==> src/rtl/xlat_pkg.sv <==
package xlat_pkg;
  typedef enum logic [0:0] {
    ST_IDLE = 1'b0,
    ST_WAIT = 1'b1
  } walk_st_e;

  typedef struct packed {
    logic ok;
    logic fault;
  } outcome_t;
endpackage

==> src/rtl/xlat_slot_array.sv <==
module xlat_slot_array #(
  parameter int IDX_W = 3,
  parameter int TAG_W = 17,
  parameter int PFN_W = 16
) (
  input  logic             clk,
  input  logic             rst_n,
  input  logic [IDX_W-1:0] rd_idx,
  input  logic [TAG_W-1:0] rd_tag,
  output logic             rd_hit,
  output logic [PFN_W-1:0] rd_pfn,
  input  logic             wr_en,
  input  logic [IDX_W-1:0] wr_idx,
  input  logic [TAG_W-1:0] wr_tag,
  input  logic [PFN_W-1:0] wr_pfn,
  input  logic             flush,
  input  logic             inv_en,
  input  logic [IDX_W-1:0] inv_idx,
  input  logic [TAG_W-1:0] inv_tag
);
  localparam int NSLOT = 1 << IDX_W;

  logic [NSLOT-1:0] vld_v;
  logic [TAG_W-1:0] tag_v [NSLOT];
  logic [PFN_W-1:0] pfn_v [NSLOT];

  for (genvar g = 0; g < NSLOT; g++) begin : g_slot
    logic             vld_r;
    logic             vld_d;
    logic             sel_wr;
    logic             sel_inv;
    logic [TAG_W-1:0] tag_r;
    logic [PFN_W-1:0] pfn_r;

    always_comb begin
      sel_wr  = wr_en && (wr_idx == IDX_W'(g));
      sel_inv = inv_en && (inv_idx == IDX_W'(g)) && (tag_r == inv_tag);
      vld_d   = vld_r;
      if (sel_wr)  vld_d = 1'b1;
      if (sel_inv) vld_d = 1'b0;
      if (flush)   vld_d = 1'b0;
    end

    always_ff @(posedge clk or negedge rst_n) begin
      if (!rst_n) vld_r <= 1'b0;
      else        vld_r <= vld_d;
    end

    always_ff @(posedge clk) begin
      if (sel_wr) begin
        tag_r <= wr_tag;
        pfn_r <= wr_pfn;
      end
    end

    assign vld_v[g] = vld_r;
    assign tag_v[g] = tag_r;
    assign pfn_v[g] = pfn_r;
  end

  assign rd_hit = vld_v[rd_idx] && (tag_v[rd_idx] == rd_tag);
  assign rd_pfn = pfn_v[rd_idx];

  // the walker must never install while an invalidation is in flight
  p_fill_not_killed_r9: assert property (@(posedge clk) disable iff (!rst_n)
    wr_en |-> (!flush && !inv_en));

  // a flush leaves no slot valid
  p_flush_empties_r7: assert property (@(posedge clk) disable iff (!rst_n)
    flush |=> (vld_v == '0));

  // invalidate with a different tag keeps the slot
  p_inval_keeps_other_r8: assert property (@(posedge clk) disable iff (!rst_n)
    (inv_en && !flush && vld_v[inv_idx] && (tag_v[inv_idx] != inv_tag))
      |=> vld_v[$past(inv_idx)]);
endmodule

==> src/rtl/xlat_walk.sv <==
module xlat_walk
  import xlat_pkg::*;
#(
  parameter int VPN_W = 20,
  parameter int PFN_W = 16
) (
  input  logic             clk,
  input  logic             rst_n,
  input  logic             lk_valid,
  input  logic [VPN_W-1:0] lk_vpn,
  output logic             lk_ready,
  input  logic             hit,
  input  logic [PFN_W-1:0] hit_pfn,
  output logic             pt_req_valid,
  output logic [VPN_W-1:0] pt_req_vpn,
  input  logic             pt_rsp_valid,
  input  logic             pt_rsp_present,
  input  logic [PFN_W-1:0] pt_rsp_pfn,
  input  logic             kill_now,
  output logic             fill_en,
  output logic [VPN_W-1:0] fill_vpn,
  output logic [PFN_W-1:0] fill_pfn,
  output logic             rs_valid,
  output outcome_t         rs_out,
  output logic [PFN_W-1:0] rs_pfn
);
  walk_st_e         state_q, state_d;
  logic [VPN_W-1:0] vpn_q;
  logic             vpn_en;
  logic             killed_q, killed_d;
  logic             req_q, req_d;
  logic             rsv_q, rsv_d;
  outcome_t         out_q, out_d;
  logic [PFN_W-1:0] pfn_q, pfn_d;
  logic             accept, rsp_take;

  always_comb begin
    accept   = lk_valid && (state_q == ST_IDLE);
    rsp_take = pt_rsp_valid && (state_q == ST_WAIT);

    state_d = state_q;
    case (state_q)
      ST_IDLE: if (accept && !hit) state_d = ST_WAIT;
      ST_WAIT: if (rsp_take)       state_d = ST_IDLE;
      default: state_d = ST_IDLE;
    endcase

    vpn_en = accept;

    killed_d = killed_q;
    if (accept)                                killed_d = 1'b0;
    else if ((state_q == ST_WAIT) && kill_now) killed_d = 1'b1;

    req_d = accept && !hit;

    rsv_d     = (accept && hit) || rsp_take;
    out_d     = '0;
    pfn_d     = pt_rsp_pfn;
    if (accept && hit) begin
      out_d.ok = 1'b1;
      pfn_d    = hit_pfn;
    end else if (rsp_take) begin
      out_d.ok    = pt_rsp_present;
      out_d.fault = !pt_rsp_present;
    end
  end

  always_ff @(posedge clk or negedge rst_n) begin
    if (!rst_n) begin
      state_q  <= ST_IDLE;
      killed_q <= 1'b0;
      req_q    <= 1'b0;
      rsv_q    <= 1'b0;
      out_q    <= '0;
    end else begin
      state_q  <= state_d;
      killed_q <= killed_d;
      req_q    <= req_d;
      rsv_q    <= rsv_d;
      out_q    <= out_d;
    end
  end

  always_ff @(posedge clk) begin
    if (vpn_en) vpn_q <= lk_vpn;
    if (rsv_d)  pfn_q <= pfn_d;
  end

  assign lk_ready     = (state_q == ST_IDLE);
  assign pt_req_valid = req_q;
  assign pt_req_vpn   = vpn_q;
  assign fill_en      = rsp_take && pt_rsp_present && !killed_q && !kill_now;
  assign fill_vpn     = vpn_q;
  assign fill_pfn     = pt_rsp_pfn;
  assign rs_valid     = rsv_q;
  assign rs_out       = out_q;
  assign rs_pfn       = pfn_q;

  // the page-table request is a single-cycle pulse
  p_req_pulse_r4: assert property (@(posedge clk) disable iff (!rst_n)
    pt_req_valid |=> !pt_req_valid);

  // no new lookup is taken while a request is out
  p_busy_on_req_r4: assert property (@(posedge clk) disable iff (!rst_n)
    pt_req_valid |-> !lk_ready);

  // every result is exactly one of translation or fault
  p_one_outcome_r6: assert property (@(posedge clk) disable iff (!rst_n)
    rs_valid |-> ($countones({rs_out.ok, rs_out.fault}) == 1));

  // idle with no request gives no result next cycle
  p_stray_ignored_r10: assert property (@(posedge clk) disable iff (!rst_n)
    (lk_ready && !lk_valid) |=> !rs_valid);
endmodule

==> src/rtl/xlat_cache.sv <==
module xlat_cache
  import xlat_pkg::*;
#(
  parameter int VPN_W = 20,
  parameter int PFN_W = 16,
  parameter int IDX_W = 3
) (
  input  logic             clk,
  input  logic             rst_n,
  input  logic             lk_valid,
  input  logic [VPN_W-1:0] lk_vpn,
  output logic             lk_ready,
  output logic             rs_valid,
  output logic             rs_ok,
  output logic             rs_fault,
  output logic [PFN_W-1:0] rs_pfn,
  output logic             pt_req_valid,
  output logic [VPN_W-1:0] pt_req_vpn,
  input  logic             pt_rsp_valid,
  input  logic             pt_rsp_present,
  input  logic [PFN_W-1:0] pt_rsp_pfn,
  input  logic             flush,
  input  logic             inv_valid,
  input  logic [VPN_W-1:0] inv_vpn
);
  localparam int TAG_W = VPN_W - IDX_W;

  logic             rd_hit;
  logic [PFN_W-1:0] rd_pfn;
  logic             fill_en;
  logic [VPN_W-1:0] fill_vpn;
  logic [PFN_W-1:0] fill_pfn;
  logic             kill_now;
  outcome_t         rs_out;

  assign kill_now = flush || inv_valid;

  xlat_slot_array #(
    .IDX_W(IDX_W),
    .TAG_W(TAG_W),
    .PFN_W(PFN_W)
  ) u_slots (
    .clk     (clk),
    .rst_n   (rst_n),
    .rd_idx  (lk_vpn[IDX_W-1:0]),
    .rd_tag  (lk_vpn[VPN_W-1:IDX_W]),
    .rd_hit  (rd_hit),
    .rd_pfn  (rd_pfn),
    .wr_en   (fill_en),
    .wr_idx  (fill_vpn[IDX_W-1:0]),
    .wr_tag  (fill_vpn[VPN_W-1:IDX_W]),
    .wr_pfn  (fill_pfn),
    .flush   (flush),
    .inv_en  (inv_valid),
    .inv_idx (inv_vpn[IDX_W-1:0]),
    .inv_tag (inv_vpn[VPN_W-1:IDX_W])
  );

  xlat_walk #(
    .VPN_W(VPN_W),
    .PFN_W(PFN_W)
  ) u_walk (
    .clk            (clk),
    .rst_n          (rst_n),
    .lk_valid       (lk_valid),
    .lk_vpn         (lk_vpn),
    .lk_ready       (lk_ready),
    .hit            (rd_hit),
    .hit_pfn        (rd_pfn),
    .pt_req_valid   (pt_req_valid),
    .pt_req_vpn     (pt_req_vpn),
    .pt_rsp_valid   (pt_rsp_valid),
    .pt_rsp_present (pt_rsp_present),
    .pt_rsp_pfn     (pt_rsp_pfn),
    .kill_now       (kill_now),
    .fill_en        (fill_en),
    .fill_vpn       (fill_vpn),
    .fill_pfn       (fill_pfn),
    .rs_valid       (rs_valid),
    .rs_out         (rs_out),
    .rs_pfn         (rs_pfn)
  );

  assign rs_ok    = rs_out.ok;
  assign rs_fault = rs_out.fault;

  // an accepted hit answers next cycle with the stored frame
  p_hit_answer_r3: assert property (@(posedge clk) disable iff (!rst_n)
    (lk_valid && lk_ready && rd_hit)
      |=> (rs_valid && rs_ok && !rs_fault && !pt_req_valid && (rs_pfn == $past(rd_pfn))));

  // nothing can hit in the cycle after a flush
  p_flush_then_miss_r7: assert property (@(posedge clk) disable iff (!rst_n)
    flush |=> !rd_hit);

  // an installed refill returns a translation
  p_fill_returns_r5: assert property (@(posedge clk) disable iff (!rst_n)
    fill_en |=> (rs_valid && rs_ok && (rs_pfn == $past(pt_rsp_pfn))));
endmodule

==> config.mk <==
export PLATFORM = sky130hd
export DESIGN_NAME = xlat_cache
export DESIGN_NICKNAME = d
export VERILOG_FILES = /design/src/rtl/xlat_pkg.sv /design/src/rtl/xlat_slot_array.sv /design/src/rtl/xlat_walk.sv /design/src/rtl/xlat_cache.sv
export SDC_FILE = /design/constraint.sdc
export NUM_CORES = 1
export LEC_CHECK = 0
export BUFFER_PORTS_ARGS = -buffer_cell sky130_fd_sc_hd__buf_2
export CAP_MARGIN = 30
export CORE_MARGIN = 2
export CORE_UTILIZATION = 54
export CTS_CLUSTER_DIAMETER = 150
export CTS_CLUSTER_SIZE = 25
export DETAILED_ROUTE_END_ITERATION = 10
export GPL_ROUTABILITY_DRIVEN = 1
export PLACE_DENSITY = 0.76
export SYNTH_ARGS = -nofsm -noshare
export SYNTH_HDL_FRONTEND = slang
export SYNTH_SLANG_ARGS = --single-unit
==> constraint.sdc <==
create_clock -name clk -period 3.7 [get_ports clk]
set_input_delay 0.37 -clock clk [delete_from_list [all_inputs] [get_ports clk]]
set_output_delay 0.37 -clock clk [all_outputs]
set_load 0.01 [all_outputs]
==> summary.txt <==
Timing
  – Period utilization: 0.811
  – Worst Max-Slew Pin Slew: 0.700 ns
  – Fmax achieved: 333 MHz
  – Unrepaired setup endpoints after global routing: false
  – Clk_skew: between 0.015 and 0.02 ns
  – Slew headroom: 0.532
  – Minimum clock period: 3.00 ns
  – Minimum hold slack: 0.0336 ns
  – # setup viols final: 0
  – Final Max Tran Viols: 0
  – Hold Fails Final Rpt: 0
  – Setup_tns: 0 ns

Pwr
  – LEAKAGE: 5.11 nW
  – VDD IR max: about 0.3 mV
  – Comb pwr share: 0.078
  – NetSw: 1.43 mW
  – Int Pwr: 5.02 mW
  – Switching share of power: 0.222
  – Clock share of power: 0.304
  – Sequential group share of total power: 0.618
  – Cell Pwr Density: 424 nW/um^2

Floorplan
  – Row cnt: 58
  – Die width: roughly 160 um
  – Core area: approximately 25000 um^2
  – Die ar.: 26600 um^2
  – Initial core utilization: 0.547
  – Die height: about 160 um
  – IO Pins: 104

Drt
  – DR WL/cell: 27.7 um
  – Top routing layer used: met4
  – Initial DRC Count: 855
  – Via density: a little over 6
  – DRC: 0
  – Routed Antenna Nets: 0
  – Vias post-DR: just over 7k
  – M1 WL: 13.6 mm
  – Drt pass-1 iters: 5
  – WL met3: 2.71 mm
  – Total wire length: around 33 mm
  – DR WL met2: roughly 16 mm

Worst setup path
  – CP max FO: 17
  – Critical path depth in cells: 9
  – Crit end category: flop
  – WP data arrival: 3.22 ns
  – Crit path required time: 3.92 ns
  – Crit-path most repeated cell: buf_4
  – Crit path max-delay family: simple AND/OR/NAND/NOR gates
  – CP bufs+invs: 2
  – FF-to-FF path depth: 9
  – CP Launch Type: flop
  – Worst stage delay on the critical path: 0.49 ns
  – Max stage delay cell, worst path: mux4_2
  – Crit Path Category: reg -> reg
  – Crit path cell chain: mux4_2, mux2i_1, xor2_1, nand4_1, nor4_2, nand3_2, buf_4, nand2_1, buf_4

Min path
  – Hold path depth: 2
  – Hold crit path type: in -> reg

Clock tree
  – Clock-pin slew on the worst setup and hold paths: 0.10 ns
  – Cts bufs inserted: 16
  – H-Tree Level Count: 1
  – # clock sinks: 314
  – CTS tree: yes
  – Post-CTS Setup Bufs: 0
  – # hold bufs at CTS: 1
  – Clk_lat worst skew: a little over 0.5 ns
  – Post-cts sizing count: 0
  – CTS Buffer Depth: 3
  – Root buffer cell: clkbuf_16

Finish
  – Fin nets: 908
  – Layout cells sized above 1: 0.300
  – Synth-to-Final Area Change: 11.5%
  – Commonest non-fill, non-tap cell in the layout: edfxtp_1
  – Antenna Cells: 0
  – Fillers: approximately 1.8k
  – Most frequent cells in the layout: edfxtp_1, xor2_1, buf_2

Synthesis
  – Sequential share of the synthesized area: 0.686
  – Synth cell types: 37
  – Syn. warnings: 0
  – Mapped Area: 13600 um^2
  – Syn nets: roughly 800
  – Async SR Flop Fraction: 0.0446
  – #FFs+latches synth: 314
  – Post-synth EDFFs: 300
  – Syn Inst Count: ~740
  – Syn Area/Cell: 18.5 um^2
  – Main synth FF type: edfxtp_1

Placement
  – Routability cong.: between 0.9 and 1
  – Post-DP HPWL: between 20 and 25 mm
  – Port Buffers: 103

Run status
  – Outcome: finished, final reports clean

GRT
  – GRT overflow: 0
  – Tot GR Track Use: 0.254
  – Largest net degree at the start of global routing: 35
  – Global-route wire length before repair: 47.9 mm
  – Antenna violations before repair: 0
  – Number of global-route vias before repair: around 7.3k

Flow run
  – Max Cap Violations: 0
area by class of cell:
| cell class | count | area (um^2) | share of cell area |
|---|---|---|---|
| clock inverters | 1 | 16.3 | 0.00107 |
| multi-input cells | 384 | 4180 | 0.274 |
| well taps | 330 | 413 | 0.0271 |
| repair buffers | 126 | 781 | 0.0513 |
| clock buffers | 26 | 459 | 0.0302 |
| inverters | 3 | 11.3 | 0.000740 |
| flip-flops and latches | 314 | 9360 | 0.615 |
through the flow:
stage               utilization  instances  power [mW]  cell area [um^2]  setup WS [ns]
detailed placement        0.590       1156        4.57             14700          0.227
CTS                       0.609       1184        6.47             15200          0.703
global route              0.609       1184        6.64             15200          0.561
floorplan                     -        739        4.35             13700          0.512
finish                    0.609       1184        6.45             15200          0.700
global placement          0.590       1156        4.56             14700          0.253
metal layers:
layer	vias up	global-route usage
met4	0	0.0652
li1	3107	-
met3	49	0.0469
met5	-	0
met1	3702	0.371
met2	312	0.402
power by group through the flow:
stage	clock network, mW	registers, mW	logic (mW)
after global routing	2.10	3.99	0.542
after detailed placement	0	4.07	0.502
final	1.96	3.99	0.505
after global placement	0	4.07	0.499
after CTS	1.98	3.99	0.506
after floorplan	0	4.07	0.283
flip-flops by register name (all words and copies together) (netlist names):
name and count:
u_slots.g_slot.tag_r 136, u_slots.g_slot.pfn_r 128, u_walk.fill_vpn 20, u_walk.rs_pfn 16, u_slots.g_slot.vld_r 8, u_walk.rs_out 2
u_walk.killed_q 1, u_walk.pt_req_valid 1, u_walk.rs_valid 1, u_walk.state_q 1
worst paths after layout:
path	startpoint	endpoint	slack, ns
setup / recovery	u_slots.g_slot[7].tag_r[3]$_DFFE_PP_	u_walk.rs_pfn[8]$_DFFE_PP_	0.70
hold / removal	pt_rsp_present	u_walk.rs_out[0]$_DFF_PN0_	0.03
setup reg to reg	u_slots.g_slot[7].tag_r[3]$_DFFE_PP_	u_walk.rs_pfn[8]$_DFFE_PP_	0.70
hold reg to reg	u_walk.killed_q$_DFFE_PN0P_	u_walk.killed_q$_DFFE_PN0P_	0.55
max in group asynchronous	rst_n	u_slots.g_slot[5].vld_r$_DFFE_PN0P_	3.06
min in group asynchronous	rst_n	u_slots.g_slot[3].vld_r$_DFFE_PN0P_	0.35
cell usage after synthesis (all sizes together), types with 3 or more instances:
cell	instances	area, um^2
edfxtp	300	9010
xor2	122	1070
mux4	68	1530
mux2	33	405
xnor2	30	263
nor4	29	188
clkbuf	24	90.1
nor2	17	63.8
mux2i	16	173
nand4	15	93.8
buf	14	83.8
dfrtp	14	350
nor3	13	65.1
nand3	10	55.1
nand2	5	18.8
nand2b	4	25.0
inv	3	11.3
nand3b	3	22.5
cell families after synthesis:
group	Yosys count	synth area share
AO/OA/AOI/OAI	11	0.00541
XOR/XNOR	152	0.0975
buffers and inverters	41	0.0136
flip-flops	314	0.686
multiplexers	117	0.155
AND/OR/NAND/NOR	104	0.0433
Note: power is estimated with default switching activity, not from simulation.
